===== config.mk =====
export PLATFORM = sky130hd
export DESIGN_NAME = arb_rank_tracker
export DESIGN_NICKNAME = d
export VERILOG_FILES = /design/src/rtl/arb_rank_pkg.sv /design/src/rtl/arb_rank_select.sv /design/src/rtl/arb_rank_rotate.sv /design/src/rtl/arb_rank_tracker.sv
export SDC_FILE = /design/constraint.sdc
export NUM_CORES = 1
export LEC_CHECK = 0
export BUFFER_PORTS_ARGS = -buffer_cell sky130_fd_sc_hd__clkbuf_2
export CORE_UTILIZATION = 40
export CTS_CLUSTER_SIZE = 12
export DETAILED_ROUTE_END_ITERATION = 12
export HOLD_SLACK_MARGIN = 0.12
export PLACE_DENSITY = 0.7
export SLEW_MARGIN = 20
export SYNTH_ARGS = -nofsm -noshare
export SYNTH_HDL_FRONTEND = slang
export SYNTH_SLANG_ARGS = --single-unit

===== constraint.sdc =====
create_clock -name clk -period 1.4 [get_ports clk]
set_clock_uncertainty 0.1 [all_clocks]
set_input_delay 0 -clock clk [delete_from_list [all_inputs] [get_ports clk]]
set_output_delay 0 -clock clk [all_outputs]
set_load 0.005 [all_outputs]

===== src/rtl/arb_rank_pkg.sv =====
package arb_rank_pkg;

    typedef enum logic [1:0] {
        SRC_HOLD   = 2'd0,
        SRC_WRITE  = 2'd1,
        SRC_INIT   = 2'd2,
        SRC_ROTATE = 2'd3
    } rank_src_e;

endpackage


===== src/rtl/arb_rank_select.sv =====
module arb_rank_select
    import arb_rank_pkg::*;
(
    input  logic      wr_en,
    input  logic      init_hit,
    input  logic      done,
    input  logic      low_prio,
    input  logic      clean,
    output rank_src_e src
);
    logic eligible;

    always_comb begin
        eligible = done && (clean || low_prio);
        if (wr_en)         src = SRC_WRITE;
        else if (init_hit) src = SRC_INIT;
        else if (eligible) src = SRC_ROTATE;
        else               src = SRC_HOLD;
    end
endmodule


===== src/rtl/arb_rank_rotate.sv =====
module arb_rank_rotate #(
    parameter int ID_W = 4
) (
    input  logic [ID_W-1:0] cur_rank,
    input  logic [ID_W-1:0] winner_rank,
    input  logic            self_won,
    output logic [ID_W-1:0] next_rank
);
    localparam logic [ID_W-1:0] TOP = {ID_W{1'b1}};
    localparam logic [ID_W-1:0] ONE = ID_W'(1);

    always_comb begin
        if (self_won)             next_rank = '0;
        else if (cur_rank == TOP) next_rank = winner_rank + ONE;
        else                      next_rank = cur_rank + ONE;
    end
endmodule


===== src/rtl/arb_rank_tracker.sv =====
module arb_rank_tracker
    import arb_rank_pkg::*;
#(
    parameter int ID_W = 4
) (
    input  logic            clk,
    input  logic            rst_n,
    input  logic            id_wr_en,
    input  logic [ID_W-1:0] id_wr_data,
    input  logic            init_deassert,
    input  logic            msg_done,
    input  logic [ID_W-1:0] msg_winner_rank,
    input  logic            msg_self_won,
    input  logic            msg_low_prio,
    input  logic            msg_clean,
    output logic [ID_W-1:0] self_id,
    output logic [ID_W-1:0] arb_rank
);
    typedef struct packed {
        logic [ID_W-1:0] ident;
        logic [ID_W-1:0] rank;
    } state_t;

    state_t          st_d, st_q;
    rank_src_e       src;
    logic [ID_W-1:0] rotated;

    arb_rank_select u_sel (
        .wr_en    (id_wr_en),
        .init_hit (init_deassert),
        .done     (msg_done),
        .low_prio (msg_low_prio),
        .clean    (msg_clean),
        .src      (src)
    );

    arb_rank_rotate #(.ID_W(ID_W)) u_rot (
        .cur_rank    (st_q.rank),
        .winner_rank (msg_winner_rank),
        .self_won    (msg_self_won),
        .next_rank   (rotated)
    );

    always_comb begin
        st_d = st_q;
        unique case (src)
            SRC_WRITE: begin
                st_d.ident = id_wr_data;
                st_d.rank  = id_wr_data;
            end
            SRC_INIT:   st_d.rank = st_q.ident;
            SRC_ROTATE: st_d.rank = rotated;
            default:    st_d = st_q;
        endcase
    end

    always_ff @(posedge clk or negedge rst_n) begin
        if (!rst_n) st_q <= '0;
        else        st_q <= st_d;
    end

    assign self_id  = st_q.ident;
    assign arb_rank = st_q.rank;
endmodule


---- After elaboration in Yosys (flattened, before gate mapping) ----
Index checks and enable logic that the tools add are counted.
operators by class
  reduce and logical (&&, ||, !) cells .... 3
  add/sub/neg operators ................... 2
  equal/unequal tests ..................... 4
  multiplexer cells ....................... 6
operators with widths
  operator               number
  $pmux W4 S3            1
  $add A4 B1 Y4 const B  2
  $mux W4                2
  $mux W2                3
  $eq A2 B2 Y1 const B   2
  $eq A4 B4 Y1 const B   1
  $reduce_bool A3 Y1     1
  $eq A2 B1 Y1 const B   1
  $logic_and A1 B1 Y1    1
  $logic_or A1 B1 Y1     1
storage, ports and cells
  input bits .............................. 16
  output and inout bits ................... 8
  register bits after elaboration ......... 8

---- Depth between registers and ports, before layout ----
Gate-level depths: netlist (run 1).
  depth in word-level cells ............... 7
  mapped depth ............................ 6
  mapped depth without buffers ............ 6

---- Modules after synthesis ----
From an unflattened synthesis (run 1), not the netlist that was laid out.
unflattened totals
  cell total of the unflattened synthesis .. 41
  area total of the unflattened synthesis .. 539.3 sq um
by module, submodules not included
  module            area an instance (sq um)  instances  cells each  seq. area each (sq um)
  arb_rank_tracker  364.1                     1          17          200.2
  arb_rank_rotate   146.4                     1          20          0.0
  arb_rank_select   28.8                      1          4           0.0

---- Least setup slack after synthesis (run 1) ----
Ideal clock, no wire load.
  path type ............................... reg-to-reg
  start point ............................. register st_q (netlist bit arb_rank[2])
  end point ............................... register st_q (netlist bit arb_rank[1])
  cell stages (with the launch flop) ...... 6
  setup time .............................. 104 ps
  slack ................................... -134 ps
  clock period less this slack ............ 1,534 ps
  path buffers ............................ 0
  arrival time ............................ 1,331 ps
  path through ............................ dfrtp_1 nand2_1 o31a_1 ha_1 a21boi_1 a221oi_1
on the way
  cells in the longest elaborated chain, start to end .. 4
RTL lines
  element                 RTL line                RTL
  from (decl)             arb_rank_tracker.sv:24  state_t st_d, st_q;
  from (signal assigned)  arb_rank_tracker.sv:59  else st_q <= st_d;
  $eq A4 B4 Y1            arb_rank_rotate.sv:14   else if (cur_rank == TOP) next_rank = winner_rank + ONE;
  $mux W4                 arb_rank_rotate.sv:14
  $mux W4                 arb_rank_rotate.sv:13   if (self_won) next_rank = '0;
  $pmux W4 S3             arb_rank_tracker.sv:46  unique case (src)
Every way passes these cells.
A chain may end at the register's enable or synchronous reset.

---- Worst setup path after layout (run 1) ----
Same ends and word-level chain as after synthesis.

==> results of run 1 <==
[final cells by class]
cell class / instances / area, um^2 / area share [%]
multi-input cells: 40 / 340.3 / 38.80
well taps: 15 / 18.77 / 2.140
clock buffers: 3 / 22.52 / 2.568
inverters: 6 / 22.52 / 2.568
repair buffers: 41 / 272.8 / 31.10
flip-flops and latches: 8 / 200.2 / 22.82
[layout by cell type, fill, tap and decap left out, types with 2 or more instances in the layout]
cell type	Yosys	final
inv_1	5	5
nor2_1	3	3
clkbuf_2	0	23
o211ai_1	2	2
o21ai_0	2	2
clkbuf_4	0	3
a21oi_1	3	3
nand2_1	4	3
buf_4	0	9
mux2_2	2	2
o31a_1	2	2
dlygate4sd3_1	0	9
dfrtp_1	8	8
nor3_2	1	2
[flip-flops by register name, summed over array words and instances (netlist names)]
signal	count
arb_rank	4
self_id	4
[cells by family after synthesis]
family | count (synthesis)
xor+xnor | 1
simple gates | 20
compound gates | 16
fa+ha+maj | 1
buf+inv | 7
flops | 8
mux | 2
[worst register-to-register path, delay by kind of cell (launching register included)]
| kind | cells | cell delay (ns) |
|---|---|---|
| compound gates | 3 | 0.55 |
| simple gates | 1 | 0.07 |
| fa+ha+maj | 1 | 0.29 |
| flops | 1 | 0.36 |
[through the flow]
step,area (um^2),util (%)
final,877.1,68.26
after global routing,877.1,68.26
after CTS,862.1,67.09
after detailed placement,749.5,58.33
after global placement,749.5,58.33
after floorplan,553.0,-
[synth_stat cells]
master / n / area (um^2)
dfrtp_1: 8 / 200.2
inv_1: 5 / 18.77
nand2_1: 4 / 15.01
a21oi_1: 3 / 15.01
nor2_1: 3 / 11.26
mux2_2: 2 / 22.52
nor3_1: 2 / 10.01
o211ai_1: 2 / 15.01
o21ai_0: 2 / 10.01
o31a_1: 2 / 17.52
a2111oi_1: 1 / 10.01
a211oi_2: 1 / 12.51
a21boi_1: 1 / 7.510
a221oi_1: 1 / 8.760
a32o_1: 1 / 10.01
and2_1: 1 / 6.260
and3b_1: 1 / 8.760
and4b_1: 1 / 10.01
buf_2: 1 / 5.000
ha_1: 1 / 12.51
inv_2: 1 / 3.750
nand3_1: 1 / 5.000
nand3b_1: 1 / 7.510
nand4_1: 1 / 6.260
nor2b_1: 1 / 6.260
nor3_2: 1 / 10.01
nor3b_1: 1 / 7.510
nor4_4: 1 / 21.27
nor4b_4: 1 / 23.77
o21ai_4: 1 / 16.27
o31ai_1: 1 / 7.510
xnor2_1: 1 / 8.760
[power by group through the flow]
stage          logic, mW  registers [mW]  clock network (mW)
6_report           0.241           0.272               0.180
5_1_grt            0.267           0.274               0.193
4_1_cts            0.233           0.271               0.184
3_5_place_dp       0.212           0.275                   0
3_3_place_gp       0.209           0.274                   0
2_1_floorplan     0.0904           0.284                   0
[repair_timing]
item	in CTS	in global routing
hold endpoints to repair	16	2
pin swaps	1	0
cloned	0	0
buffers inserted	0	0
endpoints found under the setup margin	3	4
resized for setup	0	3
hold buffers	9	1
[how the worst min path moves through the flow]
| stage | startpoint | end |
|---|---|---|
| final | id_wr_en | self_id[2]$_DFFE_PN0N_ |
| after global routing | msg_done | arb_rank[3]$_DFFE_PN0P_ |
| after CTS | id_wr_en | self_id[2]$_DFFE_PN0N_ |
| after detailed placement | rst_n | arb_rank[2]$_DFFE_PN0P_ |
| after global placement | rst_n | arb_rank[2]$_DFFE_PN0P_ |
| after floorplan | rst_n | arb_rank[0]$_DFFE_PN0P_ |
[metal layers]
| layer | wire length [um] | GRT usage [%] |
|---|---|---|
| met1 | 661 | 28.57 |
| met2 | 720 | 38.33 |
| met3 | 49 | 4.046 |
| met4 | 24 | 12.07 |
| met5 | 0 | 0 |
==> results.py, run 1 <==
metrics = {
    "finish": {
        "areaGrowthSynthToFinish_pct": 59.32,
        "layout.nets": 117,
        "final_cells": 113,
        "antenna_cells": 0,
        "fillers": 108,
        "drive_above_1_share_pct": 47.96,
    },
    "sta": {
        "setup_viol_count_final": 2,
        "worst_pin_slew_ns": 0.4101,
        "period_share_pct": 104.6,
        "max_freq_mhz": 682.8,
        "fin_ws_ns": -0.06448,
        "rsz0062_at_grt": "true",
        "fin_hold_ws_ns": 0.07203,
        "drv_slew": 0,
        "hold_viol": 0,
        "relSlewSlack_pct": 72.59,
        "min_period_ns": 1.464,
        "tns_ns": -0.09663,
    },
    "worst_setup_path": {
        "startpoint": "arb_rank[2]$_DFFE_PN0P_",
        "max_stage_delay_ns": 0.36,
        "required_ns": 1.47,
        "timing.rr.start": "arb_rank[2]$_DFFE_PN0P_",
        "endpoint_kind": "register",
        "path_cells": "nand2_2 > o31a_1 > ha_1 > a21boi_2 > a221oi_2",
        "critical_path_depth": 5,
        "r2r_setup_slack_ns": -0.06,
        "cp-start-kind": "register",
        "path_buf_inv": 0,
        "slowest_stage": "dfrtp_1",
        "ff2ff_path_depth": 5,
        "criticalPathCategory": "reg2reg",
        "cp.arrival_ns": 1.53,
        "crit_path_end": "arb_rank[1]$_DFFE_PN0P_",
        "cp_max_fo": 3,
        "rr_endpoint": "arb_rank[1]$_DFFE_PN0P_",
        "crit_family": "compound AO/OA/AOI/OAI gates",
    },
    "power": {
        "power.density_mw_per_mm2": 790.4,
        "vdd_drop_max_mv": 0.5787,
        "power_uw": 693.2,
        "pwr-share-clk_pct": 26.0,
        "p_comb_share_pct": 34.8,
        "seq_power_share_pct": 39.2,
        "p_switching_uw": 210.9,
        "p_int_uw": 482.3,
        "p_leak_nw": 0.4204,
        "swShare_pct": 30.42,
    },
    "synth": {
        "ys_seq_area_share_pct": 36.36,
        "synth_xor_area_share_pct": 1.591,
        "synth_warnings": 0,
        "synth_top_family_by_area": "simple AND/OR/NAND/NOR gates",
        "ys_types": 32,
        "synthSimpleGateAreaFrac_pct": 27.05,
        "syn_avg_cell_area_um2": 10.01,
        "syn-cell-area_um2": 550.5,
        "ys_ff_latch": 8,
        "synthMuxAreaShare_pct": 4.091,
        "synthCells": 55,
        "synth_compound_area_share_pct": 23.64,
        "synth_fa_ha_area_share_pct": 2.273,
        "synth_nets": 72,
    },
    "routing": {
        "drt-initial-drc-count": 21,
        "post-route-drc-count": 0,
        "drt_first_pass_iters": 4,
        "via_count": 599,
        "via_per_inst": 5.301,
        "routed_wl_mm": 1.456,
        "antenna_left": 0,
        "wire_per_inst_um": 12.88,
    },
    "clock_network": {
        "h-tree-depth": 1,
        "ctsLongestPathBuffers": 2,
        "cts_buffers": 3,
        "cts_root_buf": "clkbuf_4",
        "clk_pin_slew_worst_paths_ns": 0.06,
        "cts_num_sinks": 8,
        "clk-insertion-delay-late_ns": 0.25,
        "cts_tree": "built",
    },
    "placement": {
        "dpl.cell_count": 101,
        "post-dp-hpwl_mm": 1.049,
        "port_buffers": 23,
        "place_ws_ns": -0.07005,
        "gp_congestion": 0.7725,
    },
    "global_routing": {
        "antenna_found_initial": 0,
        "grt_max_degree": 14,
        "track_usage_pct": 23.28,
        "grt_pass1_wl_mm": 2.346,
        "grt_pass1_vias": 563,
        "grt_remaining_overflow": 0,
    },
    "hold_path": {
        "worst_hold_path.num_cells": 2,
        "min_path_type": "in2reg",
    },
    "die": {
        "die-area_mm2": 0.001529,
        "dieHeight_um": 39.10,
        "pin_count": 24,
        "coreArea_mm2": 0.001285,
        "initial_utilization_pct": 42.84,
        "rows": 13,
        "die_w_um": 39.10,
    },
    "job": {
        "cap_violations": 0,
    },
    "outcome": {
        "status": "finished, violations left",
        "violations": "negative setup slack",
    },
}
Note: power is estimated with default switching activity, not from simulation.
==> run 2, diff against run 1 <==
- PLACE_DENSITY: 0.7 -> 0.71
==> results.py, run 2 (synthesis results as in run 1) <==
metrics = {
    "placement": {
        "gp_congestion": 0.8084,
        "dpl_cell_area_um2": 749.5,
        "port_buffers": 23,
        "post-dp-hpwl_mm": 1.021,
    },
    "worst_setup_path": {
        "cp.arrival_ns": 1.53,
        "criticalPathCategory": "reg2reg",
        "path_cells": "nand2_2 > o31a_1 > ha_1 > a21boi_1 > a221oi_2",
        "slowest_stage": "dfrtp_1",
        "endpoint_kind": "register",
        "cp-start-kind": "register",
        "max_stage_delay_ns": 0.36,
        "cp_max_fo": 3,
        "required_ns": 1.46,
    },
    "sta": {
        "period_share_pct": 105.6,
        "setup_viol_count_final": 2,
        "fin_hold_ws_ns": 0.1076,
        "rsz0062_at_grt": "true",
        "hold_viol": 0,
        "min_period_ns": 1.479,
        "fin_ws_ns": -0.07902,
        "max_freq_mhz": 676.1,
        "worst_pin_slew_ns": 0.4180,
        "relSlewSlack_pct": 72.07,
        "drv_slew": 0,
    },
    "clock_network": {
        "h-tree-depth": 1,
        "cts_root_buf": "clkbuf_4",
        "clk-insertion-delay-late_ns": 0.24,
        "clk_pin_slew_worst_paths_ns": 0.05,
        "cts_tree": "built",
        "cts_num_sinks": 8,
        "post_cts_buffers": 0,
        "ctsLongestPathBuffers": 2,
        "cts_buffers": 3,
    },
    "finish": {
        "areaGrowthSynthToFinish_pct": 60.45,
        "mostFrequentLayoutCell": "clkbuf_2",
        "fillers": 104,
        "final_cell_mix": "clkbuf_2 (23), dlygate4sd3_1 (10), buf_4 (9), dfrtp_1 (8), inv_1 (5)",
        "antenna_cells": 0,
        "layout.nets": 118,
        "drive_above_1_share_pct": 46.46,
        "design_area_um2": 883.3,
    },
    "power": {
        "p_switching_uw": 199.6,
        "seq_power_share_pct": 39.7,
        "p_leak_nw": 0.4238,
        "power_uw": 682.7,
        "vdd_drop_max_mv": 0.5080,
        "p_int_uw": 483.0,
        "swShare_pct": 29.24,
        "p_comb_share_pct": 35.3,
        "pwr-share-clk_pct": 25.0,
        "power.density_mw_per_mm2": 772.8,
    },
    "die": {
        "die-area_mm2": 0.001529,
        "coreArea_mm2": 0.001285,
        "rows": 13,
        "pin_count": 24,
        "die_w_um": 39.10,
        "initial_utilization_pct": 42.84,
        "dieHeight_um": 39.10,
    },
    "routing": {
        "routed_wl_mm": 1.376,
        "post-route-drc-count": 0,
        "via_per_inst": 4.991,
        "wire_per_inst_um": 12.07,
        "drt-initial-drc-count": 5,
        "via_count": 569,
        "antenna_left": 0,
        "drt_first_pass_iters": 4,
    },
    "global_routing": {
        "grt_pass1_vias": 511,
        "grt_max_degree": 9,
        "grt_remaining_overflow": 0,
        "grt_pass1_wl_mm": 2.001,
        "track_usage_pct": 19.57,
        "antenna_found_initial": 0,
    },
    "outcome": {
        "status": "finished, violations left",
        "violations": "negative setup slack",
    },
    "job": {
        "cap_violations": 0,
    },
    "hold_path": {
        "min_path_type": "in2reg",
    },
}
[run 2: changes by cell type in the layout (fill, tap and decap cells not counted), sizes merged]
cell	delta
dlygate4sd3	+1
[run 2: area by class of cell]
class                      count  area, um^2  share of cell area, %
sequential                     8       200.2                  22.66
tap                           15       18.77                  2.125
multi-input combinational     40       336.6                  38.10
inverter                       6       22.52                  2.550
clock buffer                   3       22.52                  2.550
timing repair buffer          42       282.8                  32.01
[run 2: timing repair]
item / in CTS / in global routing
gates resized for setup: 1 / 1
pin swaps: 0 / 1
hold buffers: 9 / 1
hold endpoints to repair: 16 / 1
endpoints found under the setup margin: 3 / 3
[run 2: per-stage QoR]
step                TNS (ns)  worst slack [ns]  util (%)  instances
global route         -0.3194           -0.1548     68.74        114
finish               -0.1088          -0.07902     68.74        114
detailed placement   -0.1156          -0.08058     58.33        101
global placement    -0.04722          -0.03037     58.33        101
CTS                  -0.1370          -0.09579     67.48        113
floorplan            -0.1252          -0.08563         -         55
[run 2: final timing paths]
check                                             start  depth (start not counted)  slack [ns]                       to
max in group asynchronous                         rst_n                          3        0.27   self_id[1]$_DFFE_PN0N_
min in group asynchronous                         rst_n                          3        0.66  arb_rank[1]$_DFFE_PN0P_
worst min-delay path                           msg_done                          5        0.11  arb_rank[2]$_DFFE_PN0P_
worst min register to register   self_id[3]$_DFFE_PN0N_                          1        0.45   self_id[3]$_DFFE_PN0N_
worst max-delay path            arb_rank[3]$_DFFE_PN0P_                          5       -0.08  arb_rank[1]$_DFFE_PN0P_
worst max register to register  arb_rank[3]$_DFFE_PN0P_                          5       -0.08  arb_rank[1]$_DFFE_PN0P_
[run 2: metal layers]
layer	global-route usage (%)	routed length, um	part of all wire [%]
met2	34.58	701	51
met5	0	0	0
met1	24.01	627	46
met3	3.468	47	3.4
met4	5.172	0	0
[run 2: power groups by stage]
stage / registers [mW] / clock network (mW) / logic, mW
finish: 0.271 / 0.171 / 0.241
global route: 0.274 / 0.189 / 0.265
CTS: 0.271 / 0.177 / 0.235
detailed placement: 0.275 / 0 / 0.212
global placement: 0.274 / 0 / 0.208
floorplan: 0.284 / 0 / 0.0904
[run 2: worst max-delay path: cells and delay by family, from the launching register on]
family                   cells  cell delay, ns
AO/OA/AOI/OAI                3            0.57
flip-flops                   1            0.36
adder cells (fa/ha/maj)      1            0.29
AND/OR/NAND/NOR              1            0.07
==> run 3, diff against run 2 <==
- REMOVE_ABC_BUFFERS: unset -> 1
==> results.py, run 3 (synthesis results as in run 1) <==
metrics = {
    "outcome": {
        "status": "finished, violations left",
        "violations": "negative setup slack",
    },
    "clock_network": {
        "ctsLongestPathBuffers": 2,
        "cts_num_sinks": 8,
        "cts_root_buf": "clkbuf_4",
        "clk_pin_slew_worst_paths_ns": 0.06,
        "cts_hold_buf": 10,
        "h-tree-depth": 1,
        "clk-insertion-delay-late_ns": 0.25,
        "cts_tree": "built",
        "cts_buffers": 3,
    },
    "routing": {
        "drt-initial-drc-count": 2,
        "post-route-drc-count": 0,
        "wire_per_inst_um": 13.15,
        "via_count": 580,
        "routed_wl_mm": 1.499,
        "via_per_inst": 5.088,
        "antenna_left": 0,
        "drt_first_pass_iters": 4,
    },
    "worst_setup_path": {
        "criticalPathCategory": "reg2reg",
        "cp.arrival_ns": 1.55,
        "cp-start-kind": "register",
        "required_ns": 1.45,
        "cp_max_fo": 3,
        "endpoint_kind": "register",
    },
    "die": {
        "die-area_mm2": 0.001529,
        "pin_count": 24,
        "rows": 13,
        "die_w_um": 39.10,
        "dieHeight_um": 39.10,
        "coreArea_mm2": 0.001285,
        "initial_utilization_pct": 42.84,
    },
    "global_routing": {
        "grt_pass1_wl_mm": 2.311,
        "grt_pass1_vias": 562,
        "antenna_found_initial": 0,
        "grt_remaining_overflow": 0,
        "grt_max_degree": 11,
        "track_usage_pct": 22.50,
    },
    "finish": {
        "final_cell_mix": "clkbuf_2 (23), dlygate4sd3_1 (10), buf_4 (9), dfrtp_1 (8), inv_1 (5)",
        "drive_above_1_share_pct": 45.45,
        "antenna_cells": 0,
        "areaGrowthSynthToFinish_pct": 59.32,
        "final_cells": 114,
        "layout.nets": 118,
        "mostFrequentLayoutCell": "clkbuf_2",
    },
    "sta": {
        "period_share_pct": 107.0,
        "worst_pin_slew_ns": 0.4195,
        "rsz0062_at_grt": "true",
        "hold_viol": 0,
        "tns_ns": -0.1441,
        "min_period_ns": 1.498,
        "setup_viol_count_final": 2,
        "relSlewSlack_pct": 71.96,
        "max_freq_mhz": 667.7,
        "fin_ws_ns": -0.09774,
        "drv_slew": 0,
    },
    "power": {
        "p_comb_share_pct": 34.7,
        "p_switching_uw": 210.0,
        "p_leak_nw": 0.4217,
        "p_int_uw": 483.7,
        "power.density_mw_per_mm2": 790.9,
        "swShare_pct": 30.27,
        "vdd_drop_max_mv": 0.4771,
        "pwr-share-clk_pct": 26.0,
        "seq_power_share_pct": 39.3,
    },
    "hold_path": {
        "min_path_type": "in2reg",
    },
    "placement": {
        "port_buffers": 23,
        "gp_congestion": 0.7521,
        "post-dp-hpwl_mm": 1.014,
        "place_ws_ns": -0.1108,
        "dpl.cell_count": 99,
    },
    "job": {
        "cap_violations": 0,
    },
}
==> run 3: final cells by class <==
cell class	count	area, um^2
Clock buffer	3	22.52
Fill cell	111	407.9
Inverter	6	22.52
Multi-Input combinational cell	40	330.3
Sequential cell	8	200.2
Tap cell	15	18.77
Timing Repair Buffer	42	282.8
==> run 3: path summary, 6_finish.rpt <==
check / startpoint / depth (start not counted) / end / slack (ns)
max: arb_rank[2]$_DFFE_PN0P_ / 5 / arb_rank[1]$_DFFE_PN0P_ / -0.1
max in group asynchronous: rst_n / 3 / self_id[2]$_DFFE_PN0N_ / 0.29
min reg2reg: self_id[3]$_DFFE_PN0N_ / 1 / self_id[3]$_DFFE_PN0N_ / 0.44
max reg2reg: arb_rank[2]$_DFFE_PN0P_ / 5 / arb_rank[1]$_DFFE_PN0P_ / -0.1
min: msg_clean / 4 / arb_rank[1]$_DFFE_PN0P_ / 0.07
min in group asynchronous: rst_n / 3 / arb_rank[0]$_DFFE_PN0P_ / 0.63
==> run 3: metrics by stage <==
stage | utilization, % | cell area, um^2 | hold slack (ns) | total power, mW
after CTS | 67.28 | 864.6 | 0.05253 | 0.6900
after detailed placement | 56.96 | 732.0 | -0.2359 | 0.4796
after floorplan | - | 545.5 | -0.3956 | 0.3689
final | 68.26 | 877.1 | 0.06925 | 0.6937
after global placement | 56.96 | 732.0 | -0.2375 | 0.4746
after global routing | 68.26 | 877.1 | 0.08480 | 0.7361
==> run 3: power groups by stage <==
stage               registers [mW]  logic (mW)  clock network, mW
global route                 0.275       0.262              0.199
global placement             0.272       0.202                  0
CTS                          0.271       0.232              0.187
floorplan                    0.283      0.0862                  0
detailed placement           0.274       0.206                  0
finish                       0.272       0.241              0.180
==> run 3: critical path, cell delays in order, from the launching register on <==
cell      delay (ns)
dfrtp_1         0.37
nand2_2         0.07
o31a_1          0.26
ha_1            0.28
a21boi_1        0.06
a221oi_1        0.27
==> run 3: what timing repair did <==
item,in CTS,in global routing
endpoints found under the hold margin,16,1
endpoints found under the setup margin,3,3
setup buffers,1,1
gates resized for setup,1,1
pin swaps,4,1
==> run 3: routing by layer <==
layer / global-route usage (%) / part of all wire (%) / up-vias / wire [um]
li1: - / - / 293 / -
met1: 28.01 / 44 / 265 / 666
met2: 37.50 / 50 / 20 / 747
met3: 1.734 / 5.0 / 2 / 75
met4: 12.93 / 0.67 / 0 / 10
met5: 0 / 0 / - / 0
